<file path="config.mk">
export PLATFORM = sky130hd
export DESIGN_NAME = pe_mem_arbiter
export DESIGN_NICKNAME = d
export VERILOG_FILES = /design/src/rtl/pma_pkg.sv /design/src/rtl/pma_track.sv /design/src/rtl/pma_ctrl.sv /design/src/rtl/pma_cmdmux.sv /design/src/rtl/pe_mem_arbiter.sv
export SDC_FILE = /design/constraint.sdc
export NUM_CORES = 1
export LEC_CHECK = 0
export BUFFER_PORTS_ARGS = -buffer_cell sky130_fd_sc_hd__buf_4
export CORE_MARGIN = 1
export CORE_UTILIZATION = 33
export CTS_BUF_LIST = sky130_fd_sc_hd__clkbuf_8 sky130_fd_sc_hd__clkbuf_16
export DETAILED_ROUTE_END_ITERATION = 16
export PLACE_DENSITY_LB_ADDON = 0.08
export SYNTH_ARGS = -nofsm -noshare
export SYNTH_HDL_FRONTEND = slang
export SYNTH_SLANG_ARGS = --single-unit
</file>
<file path="constraint.sdc">
create_clock -name clk -period 1.8 [get_ports clk]
set_input_delay 0.27 -clock clk [delete_from_list [all_inputs] [get_ports clk]]
set_output_delay 0.27 -clock clk [all_outputs]
set_load 0.01 [all_outputs]
</file>
<file path="src/rtl/pma_pkg.sv">
package pma_pkg;
  // one entry of the memory pipeline tracker
  typedef struct packed {
    logic v;    // an access occupies this stage
    logic rem;  // it belongs to the remote port
    logic rd;   // it is a read
  } pma_slot_t;
endpackage

</file>
<file path="src/rtl/pma_track.sv">
module pma_track
  import pma_pkg::*;
#(
  parameter int LAT = 2
) (
  input  logic      clk,
  input  logic      rst_n,
  input  pma_slot_t issue,
  output pma_slot_t tail,
  output logic      local_busy
);
  pma_slot_t stage [LAT];

  for (genvar i = 0; i < LAT; i++) begin : g_stage
    if (i == 0) begin : g_head
      always_ff @(posedge clk) begin
        if (!rst_n) stage[0] <= '0;
        else        stage[0] <= issue;
      end
    end else begin : g_body
      always_ff @(posedge clk) begin
        if (!rst_n) stage[i] <= '0;
        else        stage[i] <= stage[i-1];
      end
    end
  end

  always_comb begin
    local_busy = 1'b0;
    for (int i = 0; i < LAT; i++)
      if (stage[i].v && !stage[i].rem) local_busy = 1'b1;
  end

  assign tail = stage[LAT-1];
endmodule

</file>
<file path="src/rtl/pma_ctrl.sv">
module pma_ctrl (
  input  logic clk,
  input  logic rst_n,
  input  logic rem_req,
  input  logic rem_done,
  input  logic local_busy,
  output logic pend_q,
  output logic rem_go
);
  logic issued_q;

  // remote goes once the local pipeline has drained, and only once
  assign rem_go = pend_q && !issued_q && !local_busy;

  always_ff @(posedge clk) begin
    if (!rst_n) begin
      pend_q   <= 1'b0;
      issued_q <= 1'b0;
    end else begin
      if (rem_done)     pend_q <= 1'b0;
      else if (rem_req) pend_q <= 1'b1;

      if (rem_go)        issued_q <= 1'b1;
      else if (rem_done) issued_q <= 1'b0;
    end
  end
endmodule

</file>
<file path="src/rtl/pma_cmdmux.sv">
module pma_cmdmux #(
  parameter int ADDR_W = 8,
  parameter int DATA_W = 16
) (
  input  logic              sel_rem,
  input  logic              loc_we,
  input  logic [ADDR_W-1:0] loc_addr,
  input  logic [DATA_W-1:0] loc_wdata,
  input  logic              rem_we,
  input  logic [ADDR_W-1:0] rem_addr,
  input  logic [DATA_W-1:0] rem_wdata,
  output logic              mem_we_sel,
  output logic [ADDR_W-1:0] mem_addr,
  output logic [DATA_W-1:0] mem_wdata
);
  always_comb begin
    if (sel_rem) begin
      mem_we_sel = rem_we;
      mem_addr   = rem_addr;
      mem_wdata  = rem_wdata;
    end else begin
      mem_we_sel = loc_we;
      mem_addr   = loc_addr;
      mem_wdata  = loc_wdata;
    end
  end
endmodule

</file>
<file path="src/rtl/pe_mem_arbiter.sv">
module pe_mem_arbiter
  import pma_pkg::*;
#(
  parameter int ADDR_W  = 8,
  parameter int DATA_W  = 16,
  parameter int MEM_LAT = 2
) (
  input  logic              clk,
  input  logic              rst_n,
  input  logic              loc_valid,
  output logic              loc_ready,
  input  logic              loc_we,
  input  logic [ADDR_W-1:0] loc_addr,
  input  logic [DATA_W-1:0] loc_wdata,
  output logic              loc_rsp_valid,
  output logic [DATA_W-1:0] loc_rdata,
  input  logic              rem_req,
  input  logic              rem_we,
  input  logic [ADDR_W-1:0] rem_addr,
  input  logic [DATA_W-1:0] rem_wdata,
  output logic              rem_ack,
  output logic [DATA_W-1:0] rem_rdata,
  output logic              mem_en,
  output logic              mem_we,
  output logic [ADDR_W-1:0] mem_addr,
  output logic [DATA_W-1:0] mem_wdata,
  input  logic [DATA_W-1:0] mem_rdata
);
  logic      pend_q, rem_go, loc_fire, local_busy, we_sel;
  pma_slot_t issue, tail;

  assign loc_ready = !pend_q;
  assign loc_fire  = loc_valid && loc_ready;

  pma_ctrl u_ctrl (
    .clk(clk), .rst_n(rst_n), .rem_req(rem_req), .rem_done(rem_ack),
    .local_busy(local_busy), .pend_q(pend_q), .rem_go(rem_go)
  );

  pma_cmdmux #(.ADDR_W(ADDR_W), .DATA_W(DATA_W)) u_mux (
    .sel_rem(rem_go), .loc_we(loc_we), .loc_addr(loc_addr), .loc_wdata(loc_wdata),
    .rem_we(rem_we), .rem_addr(rem_addr), .rem_wdata(rem_wdata),
    .mem_we_sel(we_sel), .mem_addr(mem_addr), .mem_wdata(mem_wdata)
  );

  assign mem_en = loc_fire || rem_go;
  assign mem_we = mem_en && we_sel;

  always_comb begin
    issue.v   = mem_en;
    issue.rem = rem_go;
    issue.rd  = mem_en && !we_sel;
  end

  pma_track #(.LAT(MEM_LAT)) u_track (
    .clk(clk), .rst_n(rst_n), .issue(issue), .tail(tail), .local_busy(local_busy)
  );

  assign loc_rsp_valid = tail.v && !tail.rem && tail.rd;
  assign loc_rdata     = mem_rdata;
  assign rem_ack       = tail.v && tail.rem;
  assign rem_rdata     = mem_rdata;
endmodule

</file>
Word level (Yosys, flattened, before mapping)

Memory sizes are Yosys's and may differ from the RTL's.
Index checks and enable logic that the tools add are counted.

Register bits after elaboration: 2
Bits in latches: 0
RAM bits: 6
ROM bits: 0
Input port bits: 70
Output and inout bits: 61
Logic and storage cells: 35
Memories kept: 1

$add $sub $neg: 0
Multiply operators: 0
Divide/modulo/power cells: 0
Order comparisons: 0
Equal/unequal tests: 0
Shift operators: 0
Muxes and demuxes: 11
Bitwise operators: 3
Reductions and logical operators: 18

Memories:

| name          | words | bits a word | read ports | clocked after Yosys merged registers in | write ports | line            | text |
|---|---|---|---|---|---|---|---|
| u_track.stage | 2     | 3           | 2          | 0                                       | 2           | pma_track.sv:12 | `pma_slot_t stage [LAT];` |

Operators by type and width:

| kind              | count |
|---|---|
| $mux 16           | 1 |
| $logic_and 1x1->1 | 9 |
| $mux 8            | 1 |
| $mux 1            | 7 |
| $logic_not 1->1   | 6 |
| $mux 3            | 2 |
| $or 1x1->1        | 2 |
| $reduce_bool 2->1 | 1 |
| $reduce_or 2->1   | 1 |
| $logic_or 1x1->1  | 1 |
| $not 1->1         | 1 |

Logic depth before layout (Yosys ltp)

Word-level depth: 10
Mapped depth: 4
Depth with buffers taken out: 3

Modules after synthesis

A second synthesis with hierarchy kept.

Cell total of the unflattened synthesis: 91
Area, all modules: 964.7 um^2

Modules (own cells, without submodules):

| module         | instances | cells each | area an instance (um^2) | sequential area each (um^2) |
|---|---|---|---|---|
| pma_cmdmux     | 1         | 28         | 407.9                   | 0.0 |
| pe_mem_arbiter | 1         | 41         | 299.0                   | 0.0 |
| pma_track      | 1         | 15         | 177.7                   | 120.1 |
| pma_ctrl       | 1         | 7          | 80.1                    | 40.0 |

Worst setup path after synthesis

Ideal clock, no wire load.

Path kind: reg2out
Start point: memory u_track.stage[1][1] (netlist bit)
End point: output mem_addr[0]
Data arrival time: 1.076 ns
Required time: 1.530 ns
Slack: 0.454 ns
Cell stages (with the launch flop): 5
Path buffers: 1
Cells stage by stage: dfxtp_1 > nand2b_2 > nand4b_4 > buf_6 > mux2_4

RTL lines:

| element     | line                 | text |
|---|---|---|
| from (decl) | pma_track.sv:12      |  |
| to (decl)   | pe_mem_arbiter.sv:25 | `output logic [ADDR_W-1:0] mem_addr,` |

==> impl_metrics.prom <==
# TYPE chip_impl_metric gauge
chip_impl_metric{name="p_sw",unit="mW"} 0.199
chip_impl_info{name="crit_path_end",value="mem_wdata[14]"} 1
chip_impl_metric{name="io_buffer_count",unit=""} 82
chip_impl_metric{name="synth_fp_nets",unit=""} 161
chip_impl_metric{name="timing.final.max_slew_violations",unit=""} 0
chip_impl_metric{name="sw_frac_of_total",unit=""} 0.249
chip_impl_metric{name="grt_first_pass_wirelength",unit="um"} 3510
chip_impl_metric{name="number_of_global_route_vias_before_repair",unit=""} 774
chip_impl_metric{name="antenna_nets_post_route",unit=""} 0
chip_impl_metric{name="whs",unit="ns"} 0.273
chip_impl_metric{name="path_depth",unit=""} 5
chip_impl_metric{name="cp_max_fo",unit=""} 9
chip_impl_info{name="timing_worst_setup_path_type",value="register to primary output"} 1
chip_impl_metric{name="timing.slew.headroom",unit=""} 0.844
chip_impl_metric{name="cts_buffers",unit=""} 3
chip_impl_metric{name="finClkSkew",unit="ns"} 0.000996
chip_impl_metric{name="clock_insertion_delay_worst_skew",unit="ns"} 0.22
chip_impl_metric{name="post_layout_nonfiller_instances",unit=""} 175
chip_impl_metric{name="drv_cap",unit=""} 0
chip_impl_metric{name="num_antenna_cells",unit=""} 0
chip_impl_metric{name="cts.htree.levels",unit=""} 1
chip_impl_metric{name="fmaxAchievable",unit="GHz"} 0.574
chip_impl_metric{name="worstMarginPinSlew",unit="ns"} 0.234
chip_impl_metric{name="final-setup-viol-count",unit=""} 0
chip_impl_info{name="path_cells",value="nand2b_4 -> nand4b_4 -> clkbuf_16 -> mux2_4 -> buf_4"} 1
chip_impl_metric{name="synth-warning-count",unit=""} 0
chip_impl_metric{name="grt.total_usage",unit=""} 0.142
chip_impl_metric{name="first_pass_iters",unit=""} 4
chip_impl_metric{name="floorplan.die.height",unit="um"} 55.3
chip_impl_metric{name="syn-cell-area",unit="um2"} 936
chip_impl_info{name="final_cell_mix",value="buf_4 (83), mux2_4 (24), dfxtp_1 (8), inv_1 (5), and2_1 (4)"} 1
chip_impl_metric{name="initial_utilization",unit=""} 0.365
chip_impl_metric{name="syn-mean-instance-area",unit="um2"} 10.3
chip_impl_metric{name="synth_sequential_area_ratio",unit=""} 0.171
chip_impl_metric{name="final.setup.tns",unit="ns"} 0
chip_impl_metric{name="dieArea",unit="um2"} 3050
chip_impl_info{name="timing.critical_path.from",value="u_track.stage[1][1]$_SDFF_PN0_"} 1
chip_impl_metric{name="reg_to_reg_setup_timing_slack",unit="ns"} 0.65
chip_impl_metric{name="reg2regPathDepth",unit=""} 4
chip_impl_metric{name="ys_seq_elements",unit=""} 8
chip_impl_metric{name="seq_power_share",unit=""} 0.247
chip_impl_info{name="r2r-end",value="u_track.stage[0][0]$_SDFF_PN0_"} 1
chip_impl_metric{name="area.growth.synth_to_final",unit="%"} 53.1
chip_impl_info{name="critical_path.top_delay_family",value="buffers and inverters"} 1
chip_impl_metric{name="routedWlPerCell",unit="um"} 12.7
chip_impl_metric{name="p_clk_frac",unit=""} 0.255
chip_impl_metric{name="intPower",unit="mW"} 0.602
chip_impl_info{name="cts.root.buffer_cell",value="clkbuf_8"} 1
chip_impl_info{name="min_path_type",value="input pin to register"} 1
chip_impl_metric{name="vdd_drop_max",unit="mV"} 0.451
chip_impl_metric{name="core",unit="um2"} 2570
chip_impl_metric{name="path_clk_slew",unit="ns"} 0.04
chip_impl_metric{name="place_hpwl",unit="um"} 1850
chip_impl_metric{name="grt_antenna_before_repair",unit=""} 0
chip_impl_metric{name="nNetsFinal",unit=""} 217
chip_impl_metric{name="grt_max_degree",unit=""} 23
chip_impl_info{name="rr_startpoint",value="u_track.stage[1][1]$_SDFF_PN0_"} 1
chip_impl_metric{name="num_vias",unit=""} 810
chip_impl_info{name="crit_path_end_kind",value="primary output"} 1
chip_impl_info{name="cts_tree",value="yes"} 1
chip_impl_info{name="most_common_library_cell_in_the_layout_ignoring_fill_and_taps",value="buf_4"} 1
chip_impl_metric{name="final_hold_viol_count",unit=""} 0
chip_impl_metric{name="period_share",unit=""} 0.968
chip_impl_metric{name="final_layout_size_suffix_gt1_frac",unit=""} 0.800
chip_impl_metric{name="cp_num_buf_inv",unit=""} 2
chip_impl_metric{name="global_route.overflow_total",unit=""} 0
chip_impl_metric{name="totalWireLength",unit="um"} 2230
chip_impl_metric{name="cp_data_required_time",unit="ns"} 1.53
chip_impl_info{name="outcome",value="completed"} 1
chip_impl_info{name="grt_setup_unrepaired",value="false"} 1
chip_impl_metric{name="vias_per_cell",unit=""} 4.63
chip_impl_metric{name="gp_congestion",unit=""} 0.711
chip_impl_metric{name="arrival",unit="ns"} 1.47
chip_impl_metric{name="slowest_delay",unit="ns"} 0.32
chip_impl_info{name="critPathSlowestCell",value="dfxtp_1"} 1
chip_impl_metric{name="placement_rows",unit=""} 18
chip_impl_metric{name="time_the_worst_path_needs_with_i_o_delays_and_setup",unit="ns"} 1.74
chip_impl_info{name="timing.critical_path.from_type",value="register"} 1
chip_impl_metric{name="postSynthCellCount",unit=""} 91
chip_impl_metric{name="synth.distinct_cells",unit=""} 15
chip_impl_metric{name="power_density",unit="nW/um2"} 559
chip_impl_metric{name="cts_sinks",unit=""} 8
chip_impl_metric{name="drtIter0Drc",unit=""} 12
chip_impl_metric{name="p_comb_frac",unit=""} 0.498
chip_impl_metric{name="die_x_extent",unit="um"} 55.3
chip_impl_metric{name="dpl.cell_count",unit=""} 170
chip_impl_metric{name="total_leakage_power",unit="nW"} 0.806
chip_impl_metric{name="remaining_routing_drc_violations",unit=""} 0
chip_impl_metric{name="floorplan.io_pins",unit=""} 131
chip_impl_metric{name="cts-root-to-sink-buffers",unit=""} 2
-- metal layers --
layer,vias up,GRT usage,routed length [um],share of wire
met5,-,0,0,0
met4,0,0.0893,58,0.026
met2,67,0.255,1150,0.52
met1,358,0.134,734,0.33
li1,376,-,-,-
met3,9,0.0539,280,0.13
-- power by group through the flow --
stage / logic [mW] / registers, mW / clock network [mW]
2_1_floorplan: 0.269 / 0.197 / 0
3_3_place_gp: 0.379 / 0.199 / 0
3_5_place_dp: 0.384 / 0.199 / 0
4_1_cts: 0.385 / 0.196 / 0.213
5_1_grt: 0.425 / 0.199 / 0.229
6_report: 0.399 / 0.198 / 0.205
-- cells by family after synthesis --
kind of cell    after synthesis  share of synthesized area
mux                          24                      0.385
compound gates                5                     0.0321
buf+inv                      40                      0.313
flops                         8                      0.171
simple gates                 14                     0.0989
-- flip-flops by register name (all words and copies together) (netlist names) --
signal / count
u_ctrl.pend_q: 1
u_track.stage: 6
u_ctrl.issued_q: 1
-- worst min path at each step --
stage,from,end,cells after the start
2_1_floorplan,rem_we,u_track.stage[0][0]$_SDFF_PN0_,1
3_3_place_gp,u_track.stage[0][0]$_SDFF_PN0_,u_track.stage[1][0]$_SDFF_PN0_,1
3_5_place_dp,u_track.stage[0][0]$_SDFF_PN0_,u_track.stage[1][0]$_SDFF_PN0_,1
4_1_cts,rem_we,u_track.stage[0][0]$_SDFF_PN0_,2
5_1_grt,rem_we,u_track.stage[0][0]$_SDFF_PN0_,2
6_report,rem_we,u_track.stage[0][0]$_SDFF_PN0_,2
-- what timing repair did --
action,CTS,global route
setup buffers,0,1
gates resized for setup,0,3
endpoints found under the setup margin,0,20
hold buffers,0,0
-- metrics by stage --
stage / instance area [um2] / util / total power, mW / setup slack, ns
global placement: 1340 / 0.523 / 0.578 / 0.293
CTS: 1380 / 0.539 / 0.794 / 0.0215
global route: 1430 / 0.558 / 0.853 / 0.00226
finish: 1430 / 0.558 / 0.801 / 0.0579
floorplan: 936 / - / 0.466 / 0.454
detailed placement: 1340 / 0.523 / 0.583 / 0.263
-- final cells by class --
| cell class | instances | area (um2) |
|---|---|---|
| repair buffers | 86 | 679 |
| well taps | 30 | 37.5 |
| fillers | 254 | 1130 |
| clock buffers | 3 | 41.3 |
| multi-input cells | 43 | 495 |
| flip-flops and latches | 8 | 160 |
| inverters | 5 | 18.8 |
-- cell usage after synthesis --
cell      count  area share
buf_4        32        0.26
mux2_4       24        0.39
dfxtp_1       8        0.17
inv_1         5       0.020
and2_1        4       0.027
buf_6         3       0.036
nand2_1       3       0.012
nor2_1        3       0.012
a21oi_1       2       0.011
nand2b_1      2       0.013
nand2b_2      1      0.0094
nand4b_4      1       0.025
o21ai_0       1      0.0053
o22ai_1       1      0.0067
o32ai_1       1      0.0094
Power figures use the tool's default switching activity.
